--- config.mk ---
export PLATFORM = sky130hd
export DESIGN_NAME = circuit_router
export DESIGN_NICKNAME = d
export VERILOG_FILES = /design/src/rtl/crt_pkg.sv /design/src/rtl/crt_xy_route.sv /design/src/rtl/crt_rr_arb.sv /design/src/rtl/crt_out_chan.sv /design/src/rtl/circuit_router.sv
export SDC_FILE = /design/constraint.sdc
export NUM_CORES = 1
export LEC_CHECK = 0
export ABC_AREA = 1
export BUFFER_PORTS_ARGS = -buffer_cell sky130_fd_sc_hd__buf_4
export CORE_UTILIZATION = 40
export CTS_CLUSTER_DIAMETER = 40
export DETAILED_ROUTE_END_ITERATION = 10
export PLACE_DENSITY = 0.76
export SYNTH_ARGS = -nofsm -noshare
export SYNTH_HDL_FRONTEND = slang
export SYNTH_SLANG_ARGS = --single-unit
--- constraint.sdc ---
create_clock -name clk -period 7.41 [get_ports clk]
set_input_delay 2.223 -clock clk [delete_from_list [all_inputs] [get_ports clk]]
set_output_delay 2.223 -clock clk [all_outputs]
set_load 0.1 [all_outputs]
--- src/rtl/crt_pkg.sv ---
package crt_pkg;
    localparam int COORD_W = 3;
    localparam int PKT_W   = 32;
    localparam int NPORT   = 4;
    localparam int PIDX_W  = 2;

    typedef enum logic [1:0] {
        PK_NONE  = 2'b00,
        PK_SETUP = 2'b01,
        PK_TEAR  = 2'b10,
        PK_RSVD  = 2'b11
    } pkt_kind_e;

    typedef struct packed {
        pkt_kind_e          kind;
        logic [COORD_W-1:0] dst_x;
        logic [COORD_W-1:0] dst_y;
        logic [COORD_W-1:0] src_x;
        logic [COORD_W-1:0] src_y;
        logic [17:0]        spare;
    } ctl_pkt_t;

    localparam logic [PIDX_W-1:0] PORT_XP = 2'd0;
    localparam logic [PIDX_W-1:0] PORT_XN = 2'd1;
    localparam logic [PIDX_W-1:0] PORT_YP = 2'd2;
    localparam logic [PIDX_W-1:0] PORT_YN = 2'd3;

    typedef enum logic [2:0] {
        ACT_IDLE,
        ACT_FWD_SETUP,
        ACT_FWD_TEAR,
        ACT_DROP,
        ACT_ARRIVE,
        ACT_DISCARD
    } route_act_e;

    typedef enum logic {
        CH_FREE,
        CH_HELD
    } chan_state_e;
endpackage

--- src/rtl/crt_xy_route.sv ---
module crt_xy_route
    import crt_pkg::*;
#(
    parameter int TORUS_N = 6
) (
    input  logic [COORD_W-1:0] here_x,
    input  logic [COORD_W-1:0] here_y,
    input  logic [COORD_W-1:0] dst_x,
    input  logic [COORD_W-1:0] dst_y,
    output logic [PIDX_W-1:0]  out_port,
    output logic               at_dest
);
    localparam int DW = COORD_W + 1;
    localparam logic [DW-1:0] RING  = DW'(TORUS_N);
    localparam logic [DW-1:0] HALFR = DW'(TORUS_N / 2);

    logic [DW-1:0] off_x;
    logic [DW-1:0] off_y;

    function automatic logic [DW-1:0] ring_off(input logic [COORD_W-1:0] dst,
                                               input logic [COORD_W-1:0] here);
        logic [DW-1:0] d;
        logic [DW-1:0] h;
        d = {1'b0, dst};
        h = {1'b0, here};
        if (d >= h) return d - h;
        else        return d + RING - h;
    endfunction

    always_comb begin
        off_x    = ring_off(dst_x, here_x);
        off_y    = ring_off(dst_y, here_y);
        at_dest  = 1'b0;
        out_port = PORT_XP;
        if (off_x != '0) begin
            out_port = (off_x <= HALFR) ? PORT_XP : PORT_XN;
        end else if (off_y != '0) begin
            out_port = (off_y <= HALFR) ? PORT_YP : PORT_YN;
        end else begin
            at_dest = 1'b1;
        end
    end
endmodule

--- src/rtl/crt_rr_arb.sv ---
module crt_rr_arb #(
    parameter int N = 4
) (
    input  logic                 clk,
    input  logic                 rst_n,
    input  logic [N-1:0]         req,
    output logic [N-1:0]         gnt,
    output logic [$clog2(N)-1:0] gnt_idx,
    output logic                 any_gnt
);
    localparam int IW = $clog2(N);

    logic [IW-1:0] ptr_q;
    logic [IW-1:0] idx;

    always_comb begin
        gnt     = '0;
        gnt_idx = '0;
        any_gnt = 1'b0;
        idx     = '0;
        for (int k = 0; k < N; k++) begin
            idx = ptr_q + k[IW-1:0];
            if (!any_gnt && req[idx]) begin
                gnt[idx] = 1'b1;
                gnt_idx  = idx;
                any_gnt  = 1'b1;
            end
        end
    end

    always_ff @(posedge clk) begin
        if (!rst_n)       ptr_q <= '0;
        else if (any_gnt) ptr_q <= gnt_idx + 1'b1;
    end

    AST_GNT_ONEHOT: assert property (@(posedge clk) disable iff (!rst_n) $onehot0(gnt));
    AST_GNT_HAS_REQ: assert property (@(posedge clk) disable iff (!rst_n) (gnt & ~req) == '0);
    AST_REQ_SERVED: assert property (@(posedge clk) disable iff (!rst_n) (req != '0) |-> any_gnt);
endmodule

--- src/rtl/crt_out_chan.sv ---
module crt_out_chan
    import crt_pkg::*;
(
    input  logic              clk,
    input  logic              rst_n,
    input  logic              claim,
    input  logic              release_req,
    input  logic [PIDX_W-1:0] claim_src,
    output logic              held,
    output logic [PIDX_W-1:0] owner
);
    chan_state_e       st_q;
    chan_state_e       st_d;
    logic [PIDX_W-1:0] owner_q;

    always_comb begin
        st_d = st_q;
        unique case (st_q)
            CH_FREE: if (claim)       st_d = CH_HELD;
            CH_HELD: if (release_req) st_d = CH_FREE;
            default:                  st_d = CH_FREE;
        endcase
    end

    always_ff @(posedge clk) begin
        if (!rst_n) begin
            st_q    <= CH_FREE;
            owner_q <= '0;
        end else begin
            st_q <= st_d;
            if (claim && st_q == CH_FREE) owner_q <= claim_src;
        end
    end

    always_comb begin
        held  = (st_q == CH_HELD);
        owner = owner_q;
    end

    AST_CLAIM_ONLY_FREE: assert property (@(posedge clk) disable iff (!rst_n) claim |-> st_q == CH_FREE);
    AST_RELEASE_ONLY_HELD: assert property (@(posedge clk) disable iff (!rst_n) release_req |-> st_q == CH_HELD);
    AST_HOLD_KEEPS: assert property (@(posedge clk) disable iff (!rst_n) (st_q == CH_HELD && !release_req) |=> (st_q == CH_HELD && $stable(owner_q)));
endmodule

--- src/rtl/circuit_router.sv ---
module circuit_router
    import crt_pkg::*;
#(
    parameter int TORUS_N = 6
) (
    input  logic                     clk,
    input  logic                     rst_n,
    input  logic [COORD_W-1:0]       node_x,
    input  logic [COORD_W-1:0]       node_y,
    input  logic [NPORT-1:0]         in_valid,
    input  logic [NPORT*PKT_W-1:0]   in_pkt,
    output logic [NPORT-1:0]         in_gnt,
    output logic [NPORT-1:0]         out_valid,
    output logic [NPORT*PKT_W-1:0]   out_pkt,
    output logic [NPORT*NPORT-1:0]   sw_on,
    output logic                     drop_valid,
    output logic [COORD_W-1:0]       drop_src_x,
    output logic [COORD_W-1:0]       drop_src_y,
    output logic                     arrive_valid,
    output logic [COORD_W-1:0]       arrive_src_x,
    output logic [COORD_W-1:0]       arrive_src_y
);
    logic [PIDX_W-1:0] gidx;
    logic              any_gnt;
    ctl_pkt_t          sel;
    logic [PIDX_W-1:0] rport;
    logic              at_dest;
    route_act_e        act;
    logic [NPORT-1:0]  held;
    logic [PIDX_W-1:0] owner [NPORT];
    logic [NPORT-1:0]  claim;
    logic [NPORT-1:0]  rel;

    crt_rr_arb #(.N(NPORT)) u_arb (
        .clk     (clk),
        .rst_n   (rst_n),
        .req     (in_valid),
        .gnt     (in_gnt),
        .gnt_idx (gidx),
        .any_gnt (any_gnt)
    );

    always_comb sel = ctl_pkt_t'(in_pkt[gidx*PKT_W +: PKT_W]);

    crt_xy_route #(.TORUS_N(TORUS_N)) u_route (
        .here_x   (node_x),
        .here_y   (node_y),
        .dst_x    (sel.dst_x),
        .dst_y    (sel.dst_y),
        .out_port (rport),
        .at_dest  (at_dest)
    );

    always_comb begin
        act = ACT_IDLE;
        if (any_gnt) begin
            unique case (sel.kind)
                PK_SETUP: begin
                    if (at_dest)           act = ACT_ARRIVE;
                    else if (held[rport])  act = ACT_DROP;
                    else                   act = ACT_FWD_SETUP;
                end
                PK_TEAR: begin
                    if (!at_dest && held[rport] && owner[rport] == gidx)
                        act = ACT_FWD_TEAR;
                    else
                        act = ACT_DISCARD;
                end
                default: act = ACT_DISCARD;
            endcase
        end
    end

    for (genvar o = 0; o < NPORT; o++) begin : g_chan
        always_comb begin
            claim[o] = (act == ACT_FWD_SETUP) && (rport == PIDX_W'(o));
            rel[o]   = (act == ACT_FWD_TEAR)  && (rport == PIDX_W'(o));
        end

        crt_out_chan u_chan (
            .clk         (clk),
            .rst_n       (rst_n),
            .claim       (claim[o]),
            .release_req (rel[o]),
            .claim_src   (gidx),
            .held        (held[o]),
            .owner       (owner[o])
        );

        for (genvar i = 0; i < NPORT; i++) begin : g_x
            always_comb sw_on[i*NPORT+o] = held[o] && (owner[o] == PIDX_W'(i));
        end

        logic [NPORT-1:0] col;
        for (genvar i = 0; i < NPORT; i++) begin : g_col
            always_comb col[i] = sw_on[i*NPORT+o];
        end
        AST_COL_ONE_SRC: assert property (@(posedge clk) disable iff (!rst_n) $onehot0(col));
    end

    always_ff @(posedge clk) begin
        if (!rst_n) begin
            out_valid    <= '0;
            out_pkt      <= '0;
            drop_valid   <= 1'b0;
            drop_src_x   <= '0;
            drop_src_y   <= '0;
            arrive_valid <= 1'b0;
            arrive_src_x <= '0;
            arrive_src_y <= '0;
        end else begin
            out_valid    <= '0;
            drop_valid   <= 1'b0;
            arrive_valid <= 1'b0;
            unique case (act)
                ACT_FWD_SETUP, ACT_FWD_TEAR: begin
                    out_valid[rport]                 <= 1'b1;
                    out_pkt[rport*PKT_W +: PKT_W]    <= sel;
                end
                ACT_DROP: begin
                    drop_valid <= 1'b1;
                    drop_src_x <= sel.src_x;
                    drop_src_y <= sel.src_y;
                end
                ACT_ARRIVE: begin
                    arrive_valid <= 1'b1;
                    arrive_src_x <= sel.src_x;
                    arrive_src_y <= sel.src_y;
                end
                default: ;
            endcase
        end
    end

    AST_ONE_OUTPUT: assert property (@(posedge clk) disable iff (!rst_n) $onehot0({out_valid, drop_valid, arrive_valid}));
    AST_DROP_KEEPS_SW: assert property (@(posedge clk) disable iff (!rst_n) drop_valid |-> $stable(sw_on));
    AST_ARRIVE_KEEPS_SW: assert property (@(posedge clk) disable iff (!rst_n) arrive_valid |-> $stable(sw_on));
    AST_GRANT_WHEN_VALID: assert property (@(posedge clk) disable iff (!rst_n) (in_valid != '0) |-> (in_gnt != '0));
endmodule

## Word level (Yosys, flattened, before mapping)

Cells that the tools add are included.

| cells by class | value |
|---|---|
| shift operators | 3 |
| reductions and logical operators | 51 |
| multiply operators | 0 |
| bitwise operators | 8 |
| add/sub/neg operators | 11 |
| equal/unequal tests | 22 |
| muxes and demuxes | 63 |
| div/mod/pow operators | 0 |
| magnitude comparators | 15 |

Operator list:

| operator | count |
|---|---|
| 128-bit bitwise mux | 1 |
| 32-bit by 34-bit variable shift with 128-bit output (first input constant) | 1 |
| 128-bit by 8-bit indexed part select with 32-bit output | 1 |
| 32-bit by 34-bit indexed part select with 128-bit output | 1 |
| 1-bit logical AND | 38 |
| 7-bit negation with 34-bit output | 1 |
| 1-bit 2-to-1 mux | 28 |
| 4-bit 2-to-1 mux | 6 |
| 2-bit equality test (second input constant) | 11 |
| 2-bit 2-to-1 mux | 9 |
| 2-bit by 3-bit less-than comparator with 1-bit output (second input constant) | 5 |
| 2-bit by 1-bit equality test with 1-bit output (second input constant) | 6 |
| 4-bit OR | 3 |
| 1-bit binary-select mux with 2-bit select | 5 |
| 1-bit demux with 2-bit select | 5 |
| 2-bit by 1-bit greater-or-equal comparator with 1-bit output (second input constant) | 5 |
| 2-bit zero test | 5 |
| 3-bit 2-to-1 mux | 3 |
| 3-bit by 3-bit adder with 4-bit output (second input constant) | 2 |
| 4-bit by 2-bit less-or-equal comparator with 1-bit output (second input constant) | 2 |
| 1-bit case mux with 2 select lines | 4 |
| 4-bit nonzero test | 2 |
| 3-bit by 3-bit subtractor with 4-bit output | 2 |
| 4-bit by 3-bit subtractor with 4-bit output | 2 |
| other kinds (15) | 25 |

| storage, ports and cells | value |
|---|---|
| register bits | 160 |
| RAM bits | 0 |
| word-level logic and storage cells | 190 |
| memories | 0 |
| bits of input ports | 140 |
| output and inout bits | 166 |
| latch bits | 0 |
| memory bits (read-only) | 0 |

## Logic depth before layout (Yosys ltp)

Gate-level depths: netlist (run 1).

| depth | value |
|---|---|
| depth in word-level cells | 33 |
| depth in mapped cells | 46 |
| depth with buffers taken out | 43 |

## Modules after synthesis

A second synthesis (run 1) with hierarchy kept.

| second synthesis, totals | value |
|---|---|
| cell total of the unflattened synthesis | 1593 |
| area, all modules | 9855.7 um^2 |

By module, submodules not included:

| module | area each (um^2) | sequential area each (um^2) | cells an instance | instances |
|---|---|---|---|---|
| circuit_router | 8166.6 | 2922.8 | 1332 | 1 |
| crt_xy_route | 599.3 | 0.0 | 92 | 1 |
| crt_rr_arb | 559.3 | 40.0 | 89 | 1 |
| crt_out_chan | 132.6 | 60.1 | 20 | 4 |

## Least setup slack after synthesis (run 1)

Ideal clock, no wire load.

| path | value |
|---|---|
| path type | input -> register |
| start | input in_valid[0] |
| end | register out_pkt[107] |
| arrival | 7097 ps |
| library setup time | 113 ps |
| buffers on the path | 6 |
| required time | 7297 ps |
| slack | 200 ps |
| stages on the path | 32 |
| cells stage by stage | inv_1 -> nand2_1 -> o21ai_1 -> o21ai_0 -> nand3_2 -> nand2_1 -> nand2_1 -> inv_2 -> buf_2 -> buf_2 -> nand2_1 -> a32oi_1 -> inv_1 -> ha_1 -> fa_1 -> fa_1 -> nand2_1 -> nor2_1 -> nor2_2 -> nand2_4 -> nand2_2 -> inv_1 -> clkbuf_1 -> buf_1 -> ha_1 -> buf_1 -> clkbuf_1 -> nor2_1 -> nand2_1 -> nor2_1 -> nor2_1 -> nor2_1 |

| between the ends | value |
|---|---|
| longest elaborated chain between the ends | 31 |
| elaborated cells on any way between the ends | 67 |
| those cells by class | add/sub (7); order compare (4); eq/ne (5); shift (3); mux (35); bitwise (1); reduce/logical (12) |

Ends and longest elaborated chain:

| item | line | RTL |
|---|---|---|
| start, declared | circuit_router.sv:10 | `input logic [NPORT-1:0] in_valid,` |
| 1-bit binary-select mux with 2-bit select | crt_rr_arb.sv:23 | `if (!any_gnt && req[idx]) begin` |
| 1-bit 2-to-1 mux (implied by the code) | crt_rr_arb.sv:23 |  |
| 1-bit 2-to-1 mux | crt_rr_arb.sv:23 |  |
| 1-bit zero test | crt_rr_arb.sv:23 |  |
| 1-bit logical AND | crt_rr_arb.sv:23 |  |
| 1-bit 2-to-1 mux | crt_rr_arb.sv:23 |  |
| 1-bit zero test | crt_rr_arb.sv:23 |  |
| 1-bit logical AND | crt_rr_arb.sv:23 |  |
| [14 not listed] | -- |  |
| 2-bit 2-to-1 mux (implied by the code) (2 in series) | circuit_router.sv:64 | `if (!at_dest && held[rport] && owner[rport] == gidx)` |
| 2-bit equality test | circuit_router.sv:64 |  |
| 1-bit logical AND | circuit_router.sv:64 |  |
| 3-bit 2-to-1 mux | circuit_router.sv:64 |  |
| 3-bit case mux with 2 select lines | circuit_router.sv:57 | `unique case (sel.kind)` |
| 3-bit 2-to-1 mux | circuit_router.sv:56 | `if (any_gnt) begin` |
| 3-bit by 1-bit equality test with 1-bit output / 3-bit by 2-bit equality test with 1-bit output (equally long branches) | circuit_router.sv:115 | `unique case (act)` |
| 2-bit OR reduction | circuit_router.sv:115 |  |
| end signal, assigned by index | circuit_router.sv:118 | `out_pkt[rport*PKT_W +: PKT_W] <= sel;` |
| end, declared | circuit_router.sv:14 | `output logic [NPORT*PKT_W-1:0] out_pkt,` |

Parallel ways exist; a longest one is shown, timed or not. The select of a mux whose other input is x is not followed.
A chain may end at the register's enable or synchronous reset.

## Final worst setup path (run 1)

| path | value |
|---|---|
| start | input in_valid[0] |
| end | register out_pkt[15] |

Same word-level chain as after synthesis.

==> metrics.txt, run 1 <==
worst hold path type reg2reg; Setup Skew 0.0107 ns; relative slew slack 58.8%; Worst-Skew Late Latency approximately 0.44 ns; required time worst endpoint ~7.7 ns; CTS tree yes; Post-synth ARST share 0%; Worst R2R Start u_arb.ptr_q[0]; setup TNS 0 ns; synth-to-layout area growth 32.3%; post-synthesis instance total between 1500 and 2000; grt met2 use between 40% and 50%; FF-to-FF setup slack roughly 1.3 ns; Seq/Total Area, Yosys 32.6%; Synth area leader dfxtp_1; Synth Area in Compound Gates 8.20%; Yosys cell types 37; CP peak stage delay 0.48 ns; vias per inst 4.97; vias in the first global route between 10000 and 15000; Critical Path AT between 7 and 8 ns; fin crit share roughly 94%; Synth Area in XOR/XNOR 0%; Num Clock Sinks 160; Num CTS Buffers 17; I/O pins between 300 and 400; CP Class in2reg; share of the synthesized area in the top cell type roughly a third; Post-synth EDFFs 0; initial antenna violation count 1; post-synthesis cell area just under 10000 um^2; die span in y between 150 and 200 um; Detailed Route WL ~36000 um; commonest non-fill, non-tap cell in the layout nand2_1; Max Cap Viol 0; final setup violation count 0; overall routing resource usage 28.1%; GPL Wtd Cong 0.903; met1 Use GR a little over a third; Top Usage Layer GRT met2; CTS Buffer Depth 2; Post-DP HPWL around 27000 um; number of synthesis warnings 0; drt wl/cell between 15 and 20 um; Adder-Cell Fraction of Synth Area ~4.5%; Core Region 24200 um^2; postcts setup bufs 0; Post-Syn Area per Cell between 6 and 7 um^2; die area 25200 um^2; Top cell by count, worst path nand2_1; Clock Tree Root clkbuf_16; grt ovf 0; RSZ-0062 raised after global routing no; FMAX between 100 and 150 MHz; Row Count 57; fraction of the mapped netlist area in simple logic gates between 40% and 50%; first-pass GRT wire length 55500 um; count of state elements after synthesis 160; Detailed Routing Iterations Pass 1 5; status completed; Worst path slowest cell fa_1; Synth Flop Type dfxtp_1; # nets final between 2000 and 2500; crit path max fanout 20; share of layout cells above drive strength 1 about a quarter; Setup crit end kind register; drt drc 0; initial core utilization roughly two fifths; Worst Hold Depth 2; actual slew at the worst max-slew pin 0.618 ns; met3 usage approximately 5.1%; CP Launch Type input pin; largest family of logic cells by synthesized area simple AND/OR/NAND/NOR gates; largest net degree at the start of global routing 63; mux share of post-synthesis cell area less than 1%; Reg-to-Reg End out_pkt[15]; Hold Crit Endpoint out_pkt[36]; R2R depth 34; crit path time final roughly 7.0 ns; post-route ant nets 0; Hold Violations, Final 0; Hold Crit Start out_pkt[36]; fin. max-slew vios 0; IO Port Bufs around 310; H-tree lvl count 4; DRT iter0 DRCs slightly below 900; top post-synthesis cells by area dfxtp_1 (33%), nand2_1 (16%), nor2_1 (13%), nand3_1 (6.8%), inv_1 (6.3%); Die X between 150 and 200 um; vias post-DR ~11000; CTS clk-pin slew, worst paths about 0.070 ns; commonest non-fill, non-tap cells in the layout nand2_1 (424), buf_4 (339), nor2_1 (337); Mapped Nets between 1500 and 2000
cell families after synthesis:
kind of cell / Yosys count
buf+inv: 272
compound gates: 134
simple gates: 994
flops: 160
fa+ha+maj: 32
mux: 1
per-layer routing:
layer  wire length [um]  vias up  share of wire (%)
met5                  0        -                  0
met4               1110        0                3.1
met3               2360       54                6.6
met2              16800      385                 47
met1              15400     5029                 43
li1                   -     5464                  -
sequential cells by signal, indices dropped and copies added, names as in the netlist:
name / count
arrive_src_x: 3
arrive_src_y: 3
arrive_valid: 1
drop_src_x: 3
drop_src_y: 3
drop_valid: 1
g_chan.u_chan.held: 4
g_chan.u_chan.owner: 8
out_pkt: 128
out_valid: 4
u_arb.ptr_q: 2
per-stage QoR:
stage	hold slack (ns)	cell area, um^2	setup slack, ns	util [%]	cells
floorplan	0.464	9830	0.200	-	1593
global placement	0.469	12400	0.123	51.2	2166
detailed placement	0.476	12400	0.0164	51.2	2166
CTS	0.493	13000	0.452	53.7	2198
global route	0.512	13000	0.0303	53.8	2199
finish	0.487	13000	0.418	53.8	2199
how the worst max path moves through the flow:
stage / from / to / slack (ns) / depth (start not counted)
floorplan: in_valid[0] / out_pkt[107] / 0.20 / 32
detailed placement: in_valid[0] / out_pkt[41] / 0.02 / 35
global route: in_valid[0] / out_pkt[43] / 0.03 / 39
finish: in_valid[0] / out_pkt[15] / 0.42 / 34
global placement: in_valid[0] / out_pkt[61] / 0.12 / 37
CTS: in_valid[0] / out_pkt[37] / 0.45 / 35
final cells by class:
class                   count  area, um^2
inverters                 174         653
well taps                 324         405
multi-input cells        1161        5430
diodes                      1        2.50
repair buffers            347        2710
fillers                  2396       11200
flip-flops and latches    160        3200
clock inverters            12         146
clock buffers              20         457
cell usage after synthesis, types with 11 or more instances:
| library cell | number |
|---|---|
| nand2_1 | 425 |
| nor2_1 | 337 |
| inv_1 | 165 |
| dfxtp_1 | 160 |
| nand3_1 | 134 |
| a21oi_1 | 54 |
| nor3_1 | 41 |
| clkbuf_1 | 38 |
| o21ai_0 | 33 |
| buf_2 | 32 |
| ha_1 | 26 |
| a21oi_2 | 21 |
| nand2_2 | 14 |
| buf_6 | 12 |
| buf_1 | 11 |
critical path, delay by kind of cell:
family,cells,cell delay (ns)
buffers and inverters,8,0.97
AOI/OAI and AO/OA,3,0.39
adders and majority gates,2,0.83
and+or+nand+nor,21,2.84
what timing repair did:
item,in CTS,in global routing
resized for setup,0,1
endpoints found under the setup margin,0,13
hold buffers,0,0
Power of run 1 is not shown: default switching activity piles up to over one toggle a cycle in this logic, so the estimate is an artifact.
==> run 2, diff against run 1 <==
--- a/config.mk
+++ b/config.mk
@@ -10,7 +10,7 @@
 export CORE_UTILIZATION = 40
 export CTS_CLUSTER_DIAMETER = 40
 export DETAILED_ROUTE_END_ITERATION = 10
-export PLACE_DENSITY = 0.76
+export PLACE_DENSITY = 0.74
 export SYNTH_ARGS = -nofsm -noshare
 export SYNTH_HDL_FRONTEND = slang
 export SYNTH_SLANG_ARGS = --single-unit
==> constraint.sdc (replaced) <==
create_clock -name clk -period 7.9 [get_ports clk]
set_input_delay 2.37 -clock clk [delete_from_list [all_inputs] [get_ports clk]]
set_output_delay 2.37 -clock clk [all_outputs]
set_load 0.1 [all_outputs]
==> metrics.txt, run 2 (same netlist as run 1, synthesis figures left out) <==
RSZ-0062 raised after global routing no; worst hold path type reg2reg; Clock Tree Root clkbuf_16; Num CTS Buffers 17 (unchanged); Worst Hold Depth 2 (unchanged); Metal-1 WL 15100 um (-2.3%); Num Clock Sinks 160 (unchanged); fin crit share between 90% and 100%; CTS clk-pin slew, worst paths 0.07 ns (about the same); Setup Skew 0.0128 ns (+0.00204 ns); R2R depth 37 (+8.8%); DR WL met2 16700 um (-0.73%); CP Launch Type input pin; first-pass GRT wire length 55400 um (-0.17%); drt drc 0 (unchanged); Die X 159 um (unchanged); Biggest register out_pkt; Buffers & Inverters on Critical Path 8 (unchanged); post-route ant nets 0 (unchanged); synth-to-layout area growth 31.3%; drt wl/cell 16.1 um (-0.61%); I/O pins 306 (unchanged); status completed; Hold Crit Endpoint out_pkt[42]; Worst R2R Start u_arb.ptr_q[0]; vias post-DR 10800 (-0.93%); Detailed Route WL 35400 um (-0.92%); Top Layer Used met4; # nets final 2027 (-0.30%); CTS tree yes; Setup crit end kind register; Detailed Routing Iterations Pass 1 5 (unchanged); H-tree lvl count 4 (unchanged); grt ovf 0 (unchanged); GPL Wtd Cong 0.907 (+0.37%); overall routing resource usage 27.9% (-0.14 points); Post-CTS Hold Fix Bufs 0 (unchanged); crit path max fanout 32 (+60%); Worst path slowest cell fa_1; Hold Violations, Final 0 (unchanged); Hold Crit Start out_pkt[42]; die span in y 159 um (unchanged); actual slew at the worst max-slew pin 0.778 ns (+0.160 ns); Post-DP HPWL 26900 um (-0.22%); CP Class in2reg; Core Region 24200 um^2 (unchanged); FF-to-FF setup slack 1.58 ns (+0.25 ns); vias per inst 4.94 (-0.62%); commonest non-fill, non-tap cell in the layout nand2_1; crit path time final ~7.3 ns; final setup violation count 0 (unchanged); Row Count 57 (unchanged); DRT iter0 DRCs 908 (+4.0%); vias in the first global route 10200 (-0.069%); initial antenna violation count 1 (unchanged); fin. max-slew vios 0 (unchanged); relative slew slack 48.2% (-11 points); FMAX ~140 MHz; required time worst endpoint 8.27 ns (+0.54 ns); commonest non-fill, non-tap cells in the layout nand2_1 (424), nor2_1 (337), buf_4 (333); Reg-to-Reg End out_pkt[43]; max FFs per register 128 (unchanged); largest net degree at the start of global routing 73 (+16%); CTS Buffer Depth 2 (unchanged); initial core utilization 40.7% (unchanged); share of layout cells above drive strength 1 23.6% (-0.29 points); IO Port Bufs 305 (unchanged); met3 WL 2680 um (+13%); CP peak stage delay 0.48 ns (about the same); Top cell by count, worst path nand2_1; family with the most delay on the worst path simple AND/OR/NAND/NOR gates; Worst-Skew Late Latency 0.43 ns (about the same); die area 25200 um^2 (unchanged); Max Cap Viol 0 (unchanged); Critical Path AT 7.69 ns (+0.38 ns); setup TNS 0 ns (unchanged)
run 2: changes by cell type in the layout (fill, tap and decap cells not counted), sizes merged:
cell / before / now
clkbuf: 20 / 22
clkinv: 2 / 3
inv: 179 / 177
buf: 347 / 341
bufinv: 2 / 0
run 2: layer usage:
metal	vias to the layer above	global-route usage (%)
met4	0	9.93
met1	4888	35.8
met5	-	0
met3	57	5.80
met2	431	46.1
li1	5454	-
run 2: worst max path at each step:
stage	start	to	slack (ns)	depth (start not counted)
floorplan	in_valid[0]	in_gnt[0]	0.50	6
global placement	in_valid[1]	out_pkt[91]	0.28	34
detailed placement	in_valid[1]	out_pkt[121]	0.15	39
CTS	in_valid[1]	out_pkt[96]	0.51	40
global route	in_valid[1]	out_pkt[60]	0.03	39
finish	in_valid[1]	out_pkt[43]	0.58	39
run 2: worst register-to-register path, delay by kind of cell, from the launching register on:
| kind | cells | cell delay (ns) |
|---|---|---|
| AND/OR/NAND/NOR | 22 | 2.71 |
| flip-flops | 1 | 0.56 |
| AO/OA/AOI/OAI | 2 | 0.47 |
| adder cells (fa/ha/maj) | 4 | 1.32 |
| buffers and inverters | 9 | 1.17 |
run 2: what timing repair did:
action                                  CTS  global route
endpoints found under the setup margin    0            13
buffers inserted                          0             0
resized for setup                         0             2
run 2: metrics by stage:
| step | area, um^2 | hold WS (ns) | setup WS (ns) | utilization, % | std cells |
|---|---|---|---|---|---|
| after CTS | 12900 | 0.491 | 0.506 | 53.3 | 2191 |
| after floorplan | 9830 | 0.464 | 0.504 | - | 1593 |
| after global routing | 12900 | 0.513 | 0.0347 | 53.4 | 2192 |
| final | 12900 | 0.488 | 0.577 | 53.4 | 2192 |
| after detailed placement | 12300 | 0.474 | 0.147 | 51.0 | 2160 |
| after global placement | 12300 | 0.470 | 0.283 | 51.0 | 2160 |
run 2: cell type report:
cell class                      count  area, um^2
Antenna cell                        1        2.50
Clock buffer                       22         484
Clock inverter                      9        73.8
Fill cell                        2420       11300
Inverter                          174         653
Multi-Input combinational cell   1161        5430
Sequential cell                   160        3200
Tap cell                          324         405
Timing Repair Buffer              341        2650
Power of run 2 is left out for the same reason.
